## src/rtl/pport_pkg.sv

```systemverilog
package pport_pkg;
  localparam int PDW = 8;
  localparam int GPW = 3;
  localparam int SEL_W = 3;
  localparam logic [SEL_W-1:0] SEL_INTE_OUT = 3'd6;
  localparam logic [SEL_W-1:0] SEL_INTE_IN  = 3'd4;

  typedef struct packed {
    logic           obf_n;
    logic           inte_out;
    logic           ibf;
    logic           inte_in;
    logic           irq;
    logic [GPW-1:0] gp;
  } status_t;

  function automatic logic is_mode_word(input logic [PDW-1:0] w);
    return w[PDW-1];
  endfunction

  function automatic logic [SEL_W-1:0] bsr_target(input logic [PDW-1:0] w);
    return w[SEL_W:1];
  endfunction

  function automatic logic irq_calc(input logic inte_in, input logic ibf,
                                    input logic inte_out, input logic out_pend);
    return (inte_in & ibf) | (inte_out & out_pend);
  endfunction

  function automatic logic [GPW-1:0] gp_view(input logic dir_in, input logic peer_hs,
                                             input logic [GPW-1:0] pins,
                                             input logic [GPW-1:0] latch);
    if (peer_hs) return '0;
    return dir_in ? pins : latch;
  endfunction
endpackage

```

## src/rtl/pport_in_side.sv

```systemverilog
module pport_in_side #(
  parameter int DW = 8
) (
  input  logic          clk,
  input  logic          rst_n,
  input  logic          stb_n,
  input  logic [DW-1:0] pins_in,
  input  logic          rd_take,
  output logic [DW-1:0] in_data,
  output logic          ibf,
  output logic          stb_fall
);
  logic stb_q;

  assign stb_fall = stb_q & ~stb_n;

  always_ff @(posedge clk or negedge rst_n) begin
    if (!rst_n) begin
      stb_q   <= 1'b1;
      in_data <= '0;
      ibf     <= 1'b0;
    end else begin
      stb_q <= stb_n;
      if (stb_fall) begin
        in_data <= pins_in;
        ibf     <= 1'b1;
      end else if (rd_take) begin
        ibf <= 1'b0;
      end
    end
  end
endmodule

```

## src/rtl/pport_out_side.sv

```systemverilog
module pport_out_side #(
  parameter int DW = 8
) (
  input  logic          clk,
  input  logic          rst_n,
  input  logic          ack_n,
  input  logic          wr_en,
  input  logic [DW-1:0] wdata,
  output logic [DW-1:0] out_data,
  output logic          obf_n,
  output logic          out_pend,
  output logic          ack_fall,
  output logic          drive_en
);
  logic ack_q;

  assign ack_fall = ack_q & ~ack_n;
  assign drive_en = ~ack_n;

  always_ff @(posedge clk or negedge rst_n) begin
    if (!rst_n) begin
      ack_q    <= 1'b1;
      out_data <= '0;
      obf_n    <= 1'b1;
      out_pend <= 1'b0;
    end else begin
      ack_q <= ack_n;
      if (wr_en) begin
        out_data <= wdata;
        obf_n    <= 1'b0;
        out_pend <= 1'b0;
      end else if (ack_fall && !obf_n) begin
        obf_n    <= 1'b1;
        out_pend <= 1'b1;
      end
    end
  end
endmodule

```

## src/rtl/pport_ctrl.sv

```systemverilog
module pport_ctrl
  import pport_pkg::*;
#(
  parameter int NGP = GPW
) (
  input  logic           clk,
  input  logic           rst_n,
  input  logic           cmd_wr,
  input  logic [PDW-1:0] cmd_byte,
  output logic           inte_out,
  output logic           inte_in,
  output logic [NGP-1:0] gp_latch,
  output logic           gp_dir_in,
  output logic           peer_dir_in,
  output logic           peer_hs
);
  logic [SEL_W-1:0] tgt;
  logic             unused_cmd;

  assign tgt        = bsr_target(cmd_byte);
  assign unused_cmd = ^cmd_byte[PDW-2:SEL_W+1];

  always_ff @(posedge clk or negedge rst_n) begin
    if (!rst_n) begin
      inte_out    <= 1'b0;
      inte_in     <= 1'b0;
      gp_dir_in   <= 1'b1;
      peer_dir_in <= 1'b1;
      peer_hs     <= 1'b0;
    end else if (cmd_wr) begin
      if (is_mode_word(cmd_byte)) begin
        gp_dir_in   <= cmd_byte[0];
        peer_dir_in <= cmd_byte[1];
        peer_hs     <= cmd_byte[2];
      end else begin
        if (tgt == SEL_INTE_OUT) inte_out <= cmd_byte[0];
        if (tgt == SEL_INTE_IN)  inte_in  <= cmd_byte[0];
      end
    end
  end

  for (genvar g = 0; g < NGP; g++) begin : g_gp_bit
    always_ff @(posedge clk or negedge rst_n) begin
      if (!rst_n)
        gp_latch[g] <= 1'b0;
      else if (cmd_wr && !is_mode_word(cmd_byte) && tgt == SEL_W'(g))
        gp_latch[g] <= cmd_byte[0];
    end
  end
endmodule

```

## src/rtl/duplex_pport.sv

```systemverilog
module duplex_pport
  import pport_pkg::*;
#(
  parameter int DW  = PDW,
  parameter int NGP = GPW
) (
  input  logic           clk,
  input  logic           rst_n,
  input  logic           cpu_addr,
  input  logic           cpu_rd,
  input  logic           cpu_wr,
  input  logic [DW-1:0]  cpu_wdata,
  output logic [DW-1:0]  cpu_rdata,
  input  logic [DW-1:0]  pa_in,
  output logic [DW-1:0]  pa_out,
  output logic           pa_oe,
  input  logic           stb_n,
  input  logic           ack_n,
  output logic           obf_n,
  output logic           ibf,
  output logic           irq,
  input  logic [NGP-1:0] gp_in,
  output logic [NGP-1:0] gp_out,
  output logic [NGP-1:0] gp_oe,
  output logic           peer_dir_in,
  output logic           peer_hs_mode
);
  // named internal events
  logic data_wr, data_rd, cmd_wr;
  logic stb_fall, ack_fall, out_pend;
  logic inte_in, inte_out, gp_dir_in;
  logic [DW-1:0] in_data;
  status_t st;

  assign data_wr = cpu_wr & ~cpu_addr;
  assign cmd_wr  = cpu_wr &  cpu_addr;
  assign data_rd = cpu_rd & ~cpu_addr;

  pport_in_side #(.DW(DW)) u_in (
    .clk(clk), .rst_n(rst_n), .stb_n(stb_n), .pins_in(pa_in),
    .rd_take(data_rd), .in_data(in_data), .ibf(ibf), .stb_fall(stb_fall)
  );

  pport_out_side #(.DW(DW)) u_out (
    .clk(clk), .rst_n(rst_n), .ack_n(ack_n), .wr_en(data_wr),
    .wdata(cpu_wdata), .out_data(pa_out), .obf_n(obf_n),
    .out_pend(out_pend), .ack_fall(ack_fall), .drive_en(pa_oe)
  );

  pport_ctrl #(.NGP(NGP)) u_ctrl (
    .clk(clk), .rst_n(rst_n), .cmd_wr(cmd_wr), .cmd_byte(cpu_wdata),
    .inte_out(inte_out), .inte_in(inte_in), .gp_latch(gp_out),
    .gp_dir_in(gp_dir_in), .peer_dir_in(peer_dir_in), .peer_hs(peer_hs_mode)
  );

  for (genvar g = 0; g < NGP; g++) begin : g_gp_oe
    assign gp_oe[g] = ~gp_dir_in & ~peer_hs_mode;
  end

  assign irq = irq_calc(inte_in, ibf, inte_out, out_pend);

  always_comb begin
    st          = '0;
    st.obf_n    = obf_n;
    st.inte_out = inte_out;
    st.ibf      = ibf;
    st.inte_in  = inte_in;
    st.irq      = irq;
    st.gp       = gp_view(gp_dir_in, peer_hs_mode, gp_in, gp_out);
  end

  assign cpu_rdata = cpu_addr ? st : in_data;
endmodule

```

## config.mk

```make
export PLATFORM = sky130hd
export DESIGN_NAME = duplex_pport
export DESIGN_NICKNAME = d
export VERILOG_FILES = /design/src/rtl/pport_pkg.sv /design/src/rtl/pport_in_side.sv /design/src/rtl/pport_out_side.sv /design/src/rtl/pport_ctrl.sv /design/src/rtl/duplex_pport.sv
export SDC_FILE = /design/constraint.sdc
export NUM_CORES = 1
export LEC_CHECK = 0
export BUFFER_PORTS_ARGS = -buffer_cell sky130_fd_sc_hd__buf_4
export CAP_MARGIN = 30
export CORE_MARGIN = 10
export CORE_UTILIZATION = 50
export CTS_BUF_LIST = sky130_fd_sc_hd__clkbuf_8
export DETAILED_ROUTE_END_ITERATION = 7
export PLACE_DENSITY = 0.82
export REMOVE_ABC_BUFFERS = 1
export SLEW_MARGIN = 20
export SYNTH_ARGS = -nofsm -noshare
export SYNTH_HDL_FRONTEND = slang
export SYNTH_HIERARCHICAL = 1
export SYNTH_SLANG_ARGS = --single-unit
```

## constraint.sdc

```tcl
create_clock -name clk -period 1.4 [get_ports clk]
set_input_delay 0 -clock clk [delete_from_list [all_inputs] [get_ports clk]]
set_output_delay 0 -clock clk [all_outputs]
set_load 0.02 [all_outputs]
```

==> flow_metrics.tcl, run 1 <==
set metrics [dict create \
    std_cell_rows 19 \
    fin_util 0.743 \
    setup-violations-final 0 \
    dp_hpwl_um 2530 \
    syn_area_per_cell_sq_um 15.0 \
    reg2reg_to "u_in/in_data[1]" \
    netlist_area_sq_um 1410 \
    reg2reg_from "u_in/stb_q" \
    cts_setup_buffers 0 \
    mostFrequentLayoutCells "buf_4, dfrtp_1, mux2_4, dlygate4sd3_1, inv_1" \
    switching_share 0.300 \
    min_to "u_ctrl/inte_out" \
    startpoint_type "register" \
    cts_tree "yes" \
    initial_core_util 0.514 \
    tightest_slew_ns 0.425 \
    gp_congestion 0.743 \
    slowest_stage "dfrtp_1" \
    drt_wl_total_um 3380 \
    placed_cells 175 \
    cp_max_fo 4 \
    seqPwrFrac 0.430 \
    num_antenna_cells 0 \
    die_h_um 73.0 \
    fin_ws_ns 0.0685 \
    hp-start "cpu_wdata[0]" \
    fmax_mhz 751 \
    vias 1020 \
    drt-initial-drc-count 30 \
    crit_type "reg2out" \
    grt_first_pass_wirelength_um 5410 \
    cts_resized 0 \
    clk_pin_slew_ns 0.06 \
    end_kind "primary output" \
    ant_nets 0 \
    cts_buffer_depth 2 \
    grt_usage 0.128 \
    post_dp_cell_area_sq_um 1800 \
    fin_crit_ns 1.33 \
    min_path_type "in2reg" \
    cts_root_buf "clkbuf_8" \
    finalHoldViolations 0 \
    crit_start "u_in/ibf" \
    cts_buffers 5 \
    worst_path_largest_cell_delay_ns 0.41 \
    dr.pass1.iters 4 \
    reg2regPathDepth 2 \
    reg2reg_slack_ns 0.08 \
    rsz0062_at_grt "no" \
    final_common_cell "buf_4" \
    setup-tns-final_ns 0 \
    yosys_warnings 6 \
    p_leak_uw 0.00101 \
    critical_path_arrival_ns 1.33 \
    p_clk_frac 0.248 \
    insertion_delay_ns 0.27 \
    fin_nets 192 \
    internal_power_uw 1750 \
    slew_headroom 0.713 \
    wl_per_cell_um 17.1 \
    area_growth_pct 44.4 \
    post-place-ws_ns 0.0938 \
    maxCapViolations 0 \
    combPwrFrac 0.322 \
    crit_chain "a22o_1 -> mux2_4 -> buf_4" \
    die_width_um 73.0 \
    critPathTopFamily "flip-flops" \
    skew_ns 0.00207 \
    antenna_found_initial 0 \
    holdPathStages 2 \
    powerDensity_nw_per_um2 1230 \
    coreArea_sq_um 2730 \
    via_per_inst 5.15 \
    dieArea_sq_um 5330 \
    stdcell_area_sq_um 2030 \
    synthCells 94 \
    drv_slew 0 \
    drc 0 \
    grt_max_degree 30 \
    clock_sinks 29 \
    drive_gt1_frac 0.569 \
    post-route-period-util 0.951 \
    worst-path-buf-inv 1 \
    final_cells 198 \
    peakVddDrop_v 0.00112 \
    numPortBuffers 53 \
    htreeDepth 2 \
    worstPathRequired_ns 1.40 \
    switching_power_uw 747 \
    grt_overflow 0 \
    status "complete, no violations" \
    grt_pass1_vias 1092 \
    io_pins 54 \
]
-- metal layers --
layer,share of wire,global-route usage,wire (um)
met3,0.11,0.0735,368
met4,0.0068,0.0380,23
met1,0.38,0.144,1280
met2,0.50,0.200,1700
met5,0,0,0
-- power groups by stage --
stage | logic [uW] | registers [uW] | clock network (uW)
2_1_floorplan | 353 | 1150 | 0
3_3_place_gp | 760 | 1080 | 0
3_5_place_dp | 777 | 1090 | 0
4_1_cts | 813 | 1070 | 631
5_1_grt | 859 | 1090 | 672
6_report | 802 | 1070 | 618
-- flip-flops by register name, indices dropped and copies added, names as in the netlist --
name                count
u_ctrl/gp_dir_in        1
u_ctrl/inte_in          1
u_out/obf_n             1
u_in/stb_q              1
u_out/out_pend          1
u_ctrl/peer_hs          1
u_in/ibf                1
u_out/ack_q             1
u_out/out_data          8
u_ctrl/inte_out         1
u_ctrl/gp_latch         3
u_in/in_data            8
u_ctrl/peer_dir_in      1
-- final cells by class --
cell class	instances	area [sq um]
sequential	29	732
clock buffer	5	68.8
fill	180	703
inverter	6	22.5
clock inverter	3	11.3
multi-input combinational	54	594
tap	31	38.8
timing repair buffer	70	563
-- through the flow --
step | power (uW) | hold slack, ns
after global routing | 2620 | 0.00943
after global placement | 1840 | -0.0683
after CTS | 2520 | 0.00658
final | 2490 | 0.0143
after detailed placement | 1860 | -0.0595
after floorplan | 1500 | -0.296
-- worst register-to-register path: stages, from the launching register on --
cell and delay (ns):
dfstp_2 0.52, nor2b_4 0.34, mux2_4 0.34
-- worst max path at each step --
stage / endpoint / slack (ns) / depth (start not counted)
2_1_floorplan: gp_oe[0] / 0.15 / 1
3_3_place_gp: u_in/in_data[1] / 0.13 / 2
3_5_place_dp: u_in/in_data[2] / 0.09 / 2
4_1_cts: cpu_rdata[3] / 0.06 / 3
5_1_grt: cpu_rdata[0] / 0.008 / 3
6_report: cpu_rdata[3] / 0.07 / 3
-- timing repair --
action	in CTS	in global routing
hold endpoints to repair	43	0
setup endpoints to repair	0	1
hold buffers	15	0
(Power assumes the default switching activity.)
==> run 2: changes to the inputs <==
--- a/config.mk
+++ b/config.mk
@@ -5,13 +5,16 @@
 export SDC_FILE = /design/constraint.sdc
 export NUM_CORES = 1
 export LEC_CHECK = 0
+export ABC_AREA = 1
 export BUFFER_PORTS_ARGS = -buffer_cell sky130_fd_sc_hd__buf_4
 export CAP_MARGIN = 30
+export CELL_PAD_IN_SITES_DETAIL_PLACEMENT = 2
+export CELL_PAD_IN_SITES_GLOBAL_PLACEMENT = 2
 export CORE_MARGIN = 10
-export CORE_UTILIZATION = 50
+export CORE_UTILIZATION = 27
 export CTS_BUF_LIST = sky130_fd_sc_hd__clkbuf_8
 export DETAILED_ROUTE_END_ITERATION = 7
-export PLACE_DENSITY = 0.82
+export PLACE_DENSITY = 0.81
 export REMOVE_ABC_BUFFERS = 1
 export SLEW_MARGIN = 20
 export SYNTH_ARGS = -nofsm -noshare
==> run 2 against run 1 <==
Effect of this change: die area increased by 62%; worst hold slack got worse by 0.0058 ns; via count increased by 41%; clock-buffer cell count increased by 1; final area increased by 6.8%; sequential power about the same; utilization decreased by 32 points.
==> flow_metrics.tcl, run 2 <==
set metrics [dict create \
    drt_wl_total_um 4800 \
    cts_tree "yes" \
    fin_nets 283 \
    syn_area_per_cell_sq_um 7.84 \
    numPortBuffers 53 \
    htreeDepth 2 \
    rsz0062_at_grt "no" \
    grt_max_degree 30 \
    reg_top3 "u_in/in_data (8), u_out/out_data (8), u_ctrl/gp_latch (3)" \
    finalHoldViolations 0 \
    slew_headroom 0.745 \
    final_common_cell "nand2_1" \
    clock_sinks 29 \
    gp_congestion 0.715 \
    power_uw 2690 \
    post-route-period-util 0.917 \
    drc 0 \
    reg2reg_slack_ns 0.38 \
    initial_core_util 0.281 \
    fmax_mhz 779 \
    busiest_layer "met2" \
    use_met1 0.129 \
    grt_pass1_vias 1688 \
    insertion_delay_ns 0.28 \
    ant_nets 0 \
    grt_use_met3 0.0432 \
    startpoint_type "register" \
    maxCapViolations 0 \
    synthCells 184 \
    grt_first_pass_wirelength_um 8240 \
    cts_root_buf "clkbuf_8" \
    skew_ns 0.00247 \
    mostFrequentLayoutCells "nand2_1, buf_4, inv_1, dfrtp_1, nand3_1" \
    setup-tns-final_ns 0 \
    dieArea_sq_um 8670 \
    status "complete, no violations" \
    vias 1441 \
    die_h_um 93.1 \
    drt-initial-drc-count 34 \
    drv_slew 0 \
    p_leak_uw 0.00117 \
    setup-violations-final 0 \
    peakVddDrop_v 0.000471 \
    via_per_inst 4.39 \
    cts_buffers 5 \
    tightest_slew_ns 0.383 \
    fin_crit_ns 1.28 \
    netlist_area_sq_um 1440 \
    critical_path_arrival_ns 1.28 \
    yosys_warnings 6 \
    cp_max_fo 6 \
    num_antenna_cells 0 \
    io_pins 54 \
    wl_per_cell_um 14.6 \
    grt_overflow 0 \
    drive_gt1_frac 0.295 \
    grt_usage 0.119 \
    cts_buffer_depth 2 \
    area_growth_pct 50.4 \
    grtUsageMet2 0.209 \
    hold_buffers 17 \
    crit_type "reg2out" \
    dp_hpwl_um 3560 \
    cts_resized 0 \
    min_path_type "in2reg" \
    powerDensity_nw_per_um2 1240 \
    dr.pass1.iters 4 \
    clk_pin_slew_ns 0.07 \
    worstPathRequired_ns 1.40 \
    cts_setup_buffers 0 \
    coreArea_sq_um 5140 \
    end_kind "primary output" \
    antenna_found_initial 0 \
    die_width_um 93.1 \
    std_cell_rows 26 \
]
[run 2: per-stage QoR]
| stage | instances | worst slack [ns] | hold slack (ns) | cell area, sq um | utilization |
|---|---|---|---|---|---|
| 6_report | 328 | 0.117 | 0.00844 | 2170 | 0.422 |
| 4_1_cts | 328 | 0.0877 | 0.00532 | 2170 | 0.422 |
| 3_3_place_gp | 303 | 0.402 | -0.0491 | 1880 | 0.366 |
| 5_1_grt | 328 | 0.00281 | 0.0215 | 2170 | 0.422 |
| 3_5_place_dp | 303 | 0.396 | -0.0421 | 1880 | 0.366 |
| 2_1_floorplan | 178 | 0.111 | -0.296 | 1380 | - |
[run 2: layout make-up]
type | count | area, sq um
timing repair buffer | 72 | 583
tap | 70 | 87.6
multi-input combinational | 120 | 539
clock inverter | 2 | 33.8
clock buffer | 6 | 82.6
sequential | 29 | 732
fill | 625 | 2970
inverter | 29 | 111
[run 2: worst max-delay path, cell delays in order, from the launching register on]
cell and delay, ns:
dfstp_2 0.58, inv_1 0.08, nand2_1 0.07, nand3_1 0.07, nand2_1 0.06, buf_4 0.13
[run 2: path summary, 6_finish.rpt]
kind                                   from            endpoint  cells past startpoint
max in group asynchronous             rst_n  u_ctrl/peer_dir_in                      2
min                                pa_in[1]     u_in/in_data[1]                      3
max                        u_ctrl/gp_dir_in        cpu_rdata[0]                      5
min reg2reg                 u_in/in_data[5]     u_in/in_data[5]                      2
max reg2reg                      u_in/stb_q     u_in/in_data[6]                      3
min in group asynchronous             rst_n     u_in/in_data[2]                      2
[run 2: power by group]
| group | internal [uW] | switching [uW] | leakage (uW) |
|---|---|---|---|
| combinational | 316 | 416 | 0.000752 |
| sequential | 964 | 90.6 | 0.000351 |
| clock | 572 | 327 | 0.0000626 |
| total | 1850 | 834 | 0.00117 |
[run 2: layer usage]
layer	vias up	wire (um)
met5	-	0
met4	0	42
met3	4	319
met2	38	2430
met1	693	2010
li1	706	-
==> run 3: changes to the inputs <==
--- a/config.mk
+++ b/config.mk
@@ -7,7 +7,6 @@
 export LEC_CHECK = 0
 export ABC_AREA = 1
 export BUFFER_PORTS_ARGS = -buffer_cell sky130_fd_sc_hd__buf_4
-export CAP_MARGIN = 30
 export CELL_PAD_IN_SITES_DETAIL_PLACEMENT = 2
 export CELL_PAD_IN_SITES_GLOBAL_PLACEMENT = 2
 export CORE_MARGIN = 10
@@ -19,5 +18,4 @@
 export SLEW_MARGIN = 20
 export SYNTH_ARGS = -nofsm -noshare
 export SYNTH_HDL_FRONTEND = slang
-export SYNTH_HIERARCHICAL = 1
 export SYNTH_SLANG_ARGS = --single-unit
==> constraint.sdc (replaced) <==
create_clock -name clk -period 1.4 [get_ports clk]
set_input_delay 0.14 -clock clk [delete_from_list [all_inputs] [get_ports clk]]
set_output_delay 0.14 -clock clk [all_outputs]
set_load 0.02 [all_outputs]
==> run 3 against run 2 <==
Effect of this change: utilization decreased by 1.9 points; highest routed layer unchanged; combinational power decreased by 4.4%; critical path depth decreased by 2; sequential share of layout area increased by 4.2 points; clock skew decreased by 0.0013 ns; worst hold slack improved by 0.051 ns; critical endpoint unchanged; register-to-register slack got worse by 0.07 ns.
==> flow_metrics.tcl, run 3 <==
set metrics [dict create \
    status "complete, no violations" \
    gp_congestion 0.700 \
    die_width_um 90.9 \
    syn_area_per_cell_sq_um 8.43 \
    die_h_um 90.9 \
    insertion_delay_ns 0.27 \
    clk_pin_slew_ns 0.06 \
    drt_wl_total_um 4400 \
    dieArea_sq_um 8260 \
    initial_core_util 0.284 \
    dp_hpwl_um 3440 \
    rsz0062_at_grt "yes" \
    cts_root_buf "clkbuf_8" \
    std_cell_rows 25 \
    synthFlopType "dfrtp_1" \
    skew_ns 0.00114 \
    slew_headroom 0.738 \
    cp_max_fo 5 \
    synth_top_area_frac 0.442 \
    netlist_area_sq_um 1360 \
    wl_per_cell_um 15.2 \
    hold-worst-slack_ns 0.0591 \
    fin_nets 248 \
    setup-violations-final 0 \
    combPwrFrac 0.294 \
    p_leak_uw 0.00103 \
    clock_sinks 29 \
    synthTopCellsByCount "nand2_1, dfrtp_1, nor2_1" \
    grt_first_pass_wirelength_um 7500 \
    startpoint_type "register" \
    yosysSeqAreaShare 0.539 \
    grt_usage 0.110 \
    mostFrequentLayoutCells "nand2_1, buf_4, dfrtp_1, inv_1" \
    ys_types 22 \
    grt_overflow 0 \
    maxCapViolations 0 \
    cpMostUsedCell "o21ai_1" \
    min_path_type "in2reg" \
    internal_power_uw 1590 \
    worstPathRequired_ns 1.26 \
    yosys_warnings 0 \
    finalHoldViolations 0 \
    powerDensity_nw_per_um2 1240 \
    num_antenna_cells 0 \
    final_common_cell "nand2_1" \
    power_uw 2390 \
    synthTopCellsByArea "dfrtp_1, nand2_1, dfstp_2, nand3_1, nor2_1" \
    dr.pass1.iters 2 \
    cts_tree "yes" \
    area_growth_pct 42.2 \
    async_reset_ff_frac 1.00 \
    ys_ff_latch 29 \
    via_per_inst 4.44 \
    synth_top_area_cell "dfrtp_1" \
    drt-initial-drc-count 31 \
    ant_nets 0 \
    fin_crit_ns 1.39 \
    post-route-period-util 0.994 \
    cts_buffers 5 \
    switching_share 0.334 \
    peakVddDrop_v 0.000537 \
    grt_pass1_vias 1439 \
    seqPwrFrac 0.438 \
    switching_power_uw 797 \
    coreArea_sq_um 4790 \
    io_pins 54 \
    worst_path_largest_cell_delay_ns 0.58 \
    yosysMostFrequentCell "nand2_1" \
    fmax_mhz 719 \
    cts_buffer_depth 2 \
    critical_path_arrival_ns 1.25 \
    numPortBuffers 53 \
    grt_max_degree 30 \
    setup-tns-final_ns 0 \
    vias 1288 \
    end_kind "primary output" \
    crit_type "reg2out" \
    tightest_slew_ns 0.393 \
    drive_gt1_frac 0.363 \
    htreeDepth 2 \
    crit_chain "o21ai_1 -> o21ai_1 -> buf_4" \
    synthCells 161 \
    drv_slew 0 \
    p_clk_frac 0.268 \
    slowest_stage "dfstp_2" \
    drc 0 \
    antenna_found_initial 0 \
    reg_top3 "u_in.in_data (8), u_out.out_data (8), u_ctrl.gp_latch (3)" \
    synth_edf_count 0 \
]
[run 3: cell types whose count changed in the layout (fill, tap and decap cells not counted), moves of 2 or more]
cell and delta:
o21ai_2 +4, nor2_2 +2, inv_1 -15, o21ai_1 +5
nor2_1 +4, dlygate4sd3_1 -14, nand3_1 -10, a21oi_1 +2
nand2_1 -9, o21ai_0 -5, nor2_4 -2
[run 3: cell families (layout without fill, tap and decap cells)]
family	count (synthesis)	after routing	synth area share
AO/OA/AOI/OAI	22	22	0.0968
buffers and inverters	18	80	0.0737
flip-flops	29	29	0.539
AND/OR/NAND/NOR	92	92	0.290
[run 3: area by class of cell]
cell class	instances	area, sq um
clock buffer	5	68.8
clock inverter	3	11.3
fill	561	2860
inverter	13	51.3
multi-input combinational	114	533
sequential	29	732
tap	67	83.8
timing repair buffer	59	450
[run 3: critical path: cells and delay by family, from the launching register on]
family,cells,cell delay [ns]
buffers and inverters,1,0.17
AO/OA/AOI/OAI,2,0.23
flip-flops,1,0.58
[run 3: routing by layer]
| layer | vias to the layer above | GRT usage | part of all wire |
|---|---|---|---|
| met3 | 5 | 0.0366 | 0.060 |
| met4 | 0 | 0.0352 | 0.0073 |
| met5 | - | 0 | 0 |
| met2 | 38 | 0.181 | 0.49 |
| met1 | 617 | 0.131 | 0.45 |
| li1 | 628 | - | - |
[run 3: per-stage QoR]
step | worst slack (ns) | std cells | utilization | instance area (sq um)
after detailed placement | 0.181 | 276 | 0.374 | 1790
after global placement | 0.261 | 276 | 0.374 | 1790
after CTS | -0.00927 | 289 | 0.400 | 1920
after global routing | -0.0486 | 290 | 0.403 | 1930
after floorplan | -0.00750 | 156 | - | 1310
final | 0.00825 | 290 | 0.403 | 1930
[run 3: power by group through the flow]
stage	clock network, uW	registers (uW)	logic, uW
final	640	1050	701
after global routing	696	1070	777
after CTS	658	1050	711
after floorplan	0	1120	268
after detailed placement	0	1060	681
after global placement	0	1060	663
[run 3: repair_timing]
item | 4_1_cts | 5_1_grt
pin swaps | 0 | 4
hold buffers | 3 | 0
setup buffers | 2 | 1
gates resized for setup | 1 | 6
endpoints found under the hold margin | 26 | 0
endpoints found under the setup margin | 4 | 7
[run 3: path summary, 6_finish.rpt]
kind / startpoint / to / slack, ns / cells past startpoint
worst max-delay path: u_ctrl.gp_dir_in / cpu_rdata[0] / 0.008 / 3
worst min-delay path: cpu_wdata[4] / u_out.out_data[4] / 0.06 / 3
worst max register to register: u_in.stb_q / u_in.in_data[5] / 0.31 / 3
worst min register to register: u_in.in_data[3] / u_in.in_data[3] / 0.48 / 2
max in group asynchronous: rst_n / u_ctrl.peer_dir_in / 0.74 / 2
min in group asynchronous: rst_n / u_out.out_data[6] / 0.33 / 2
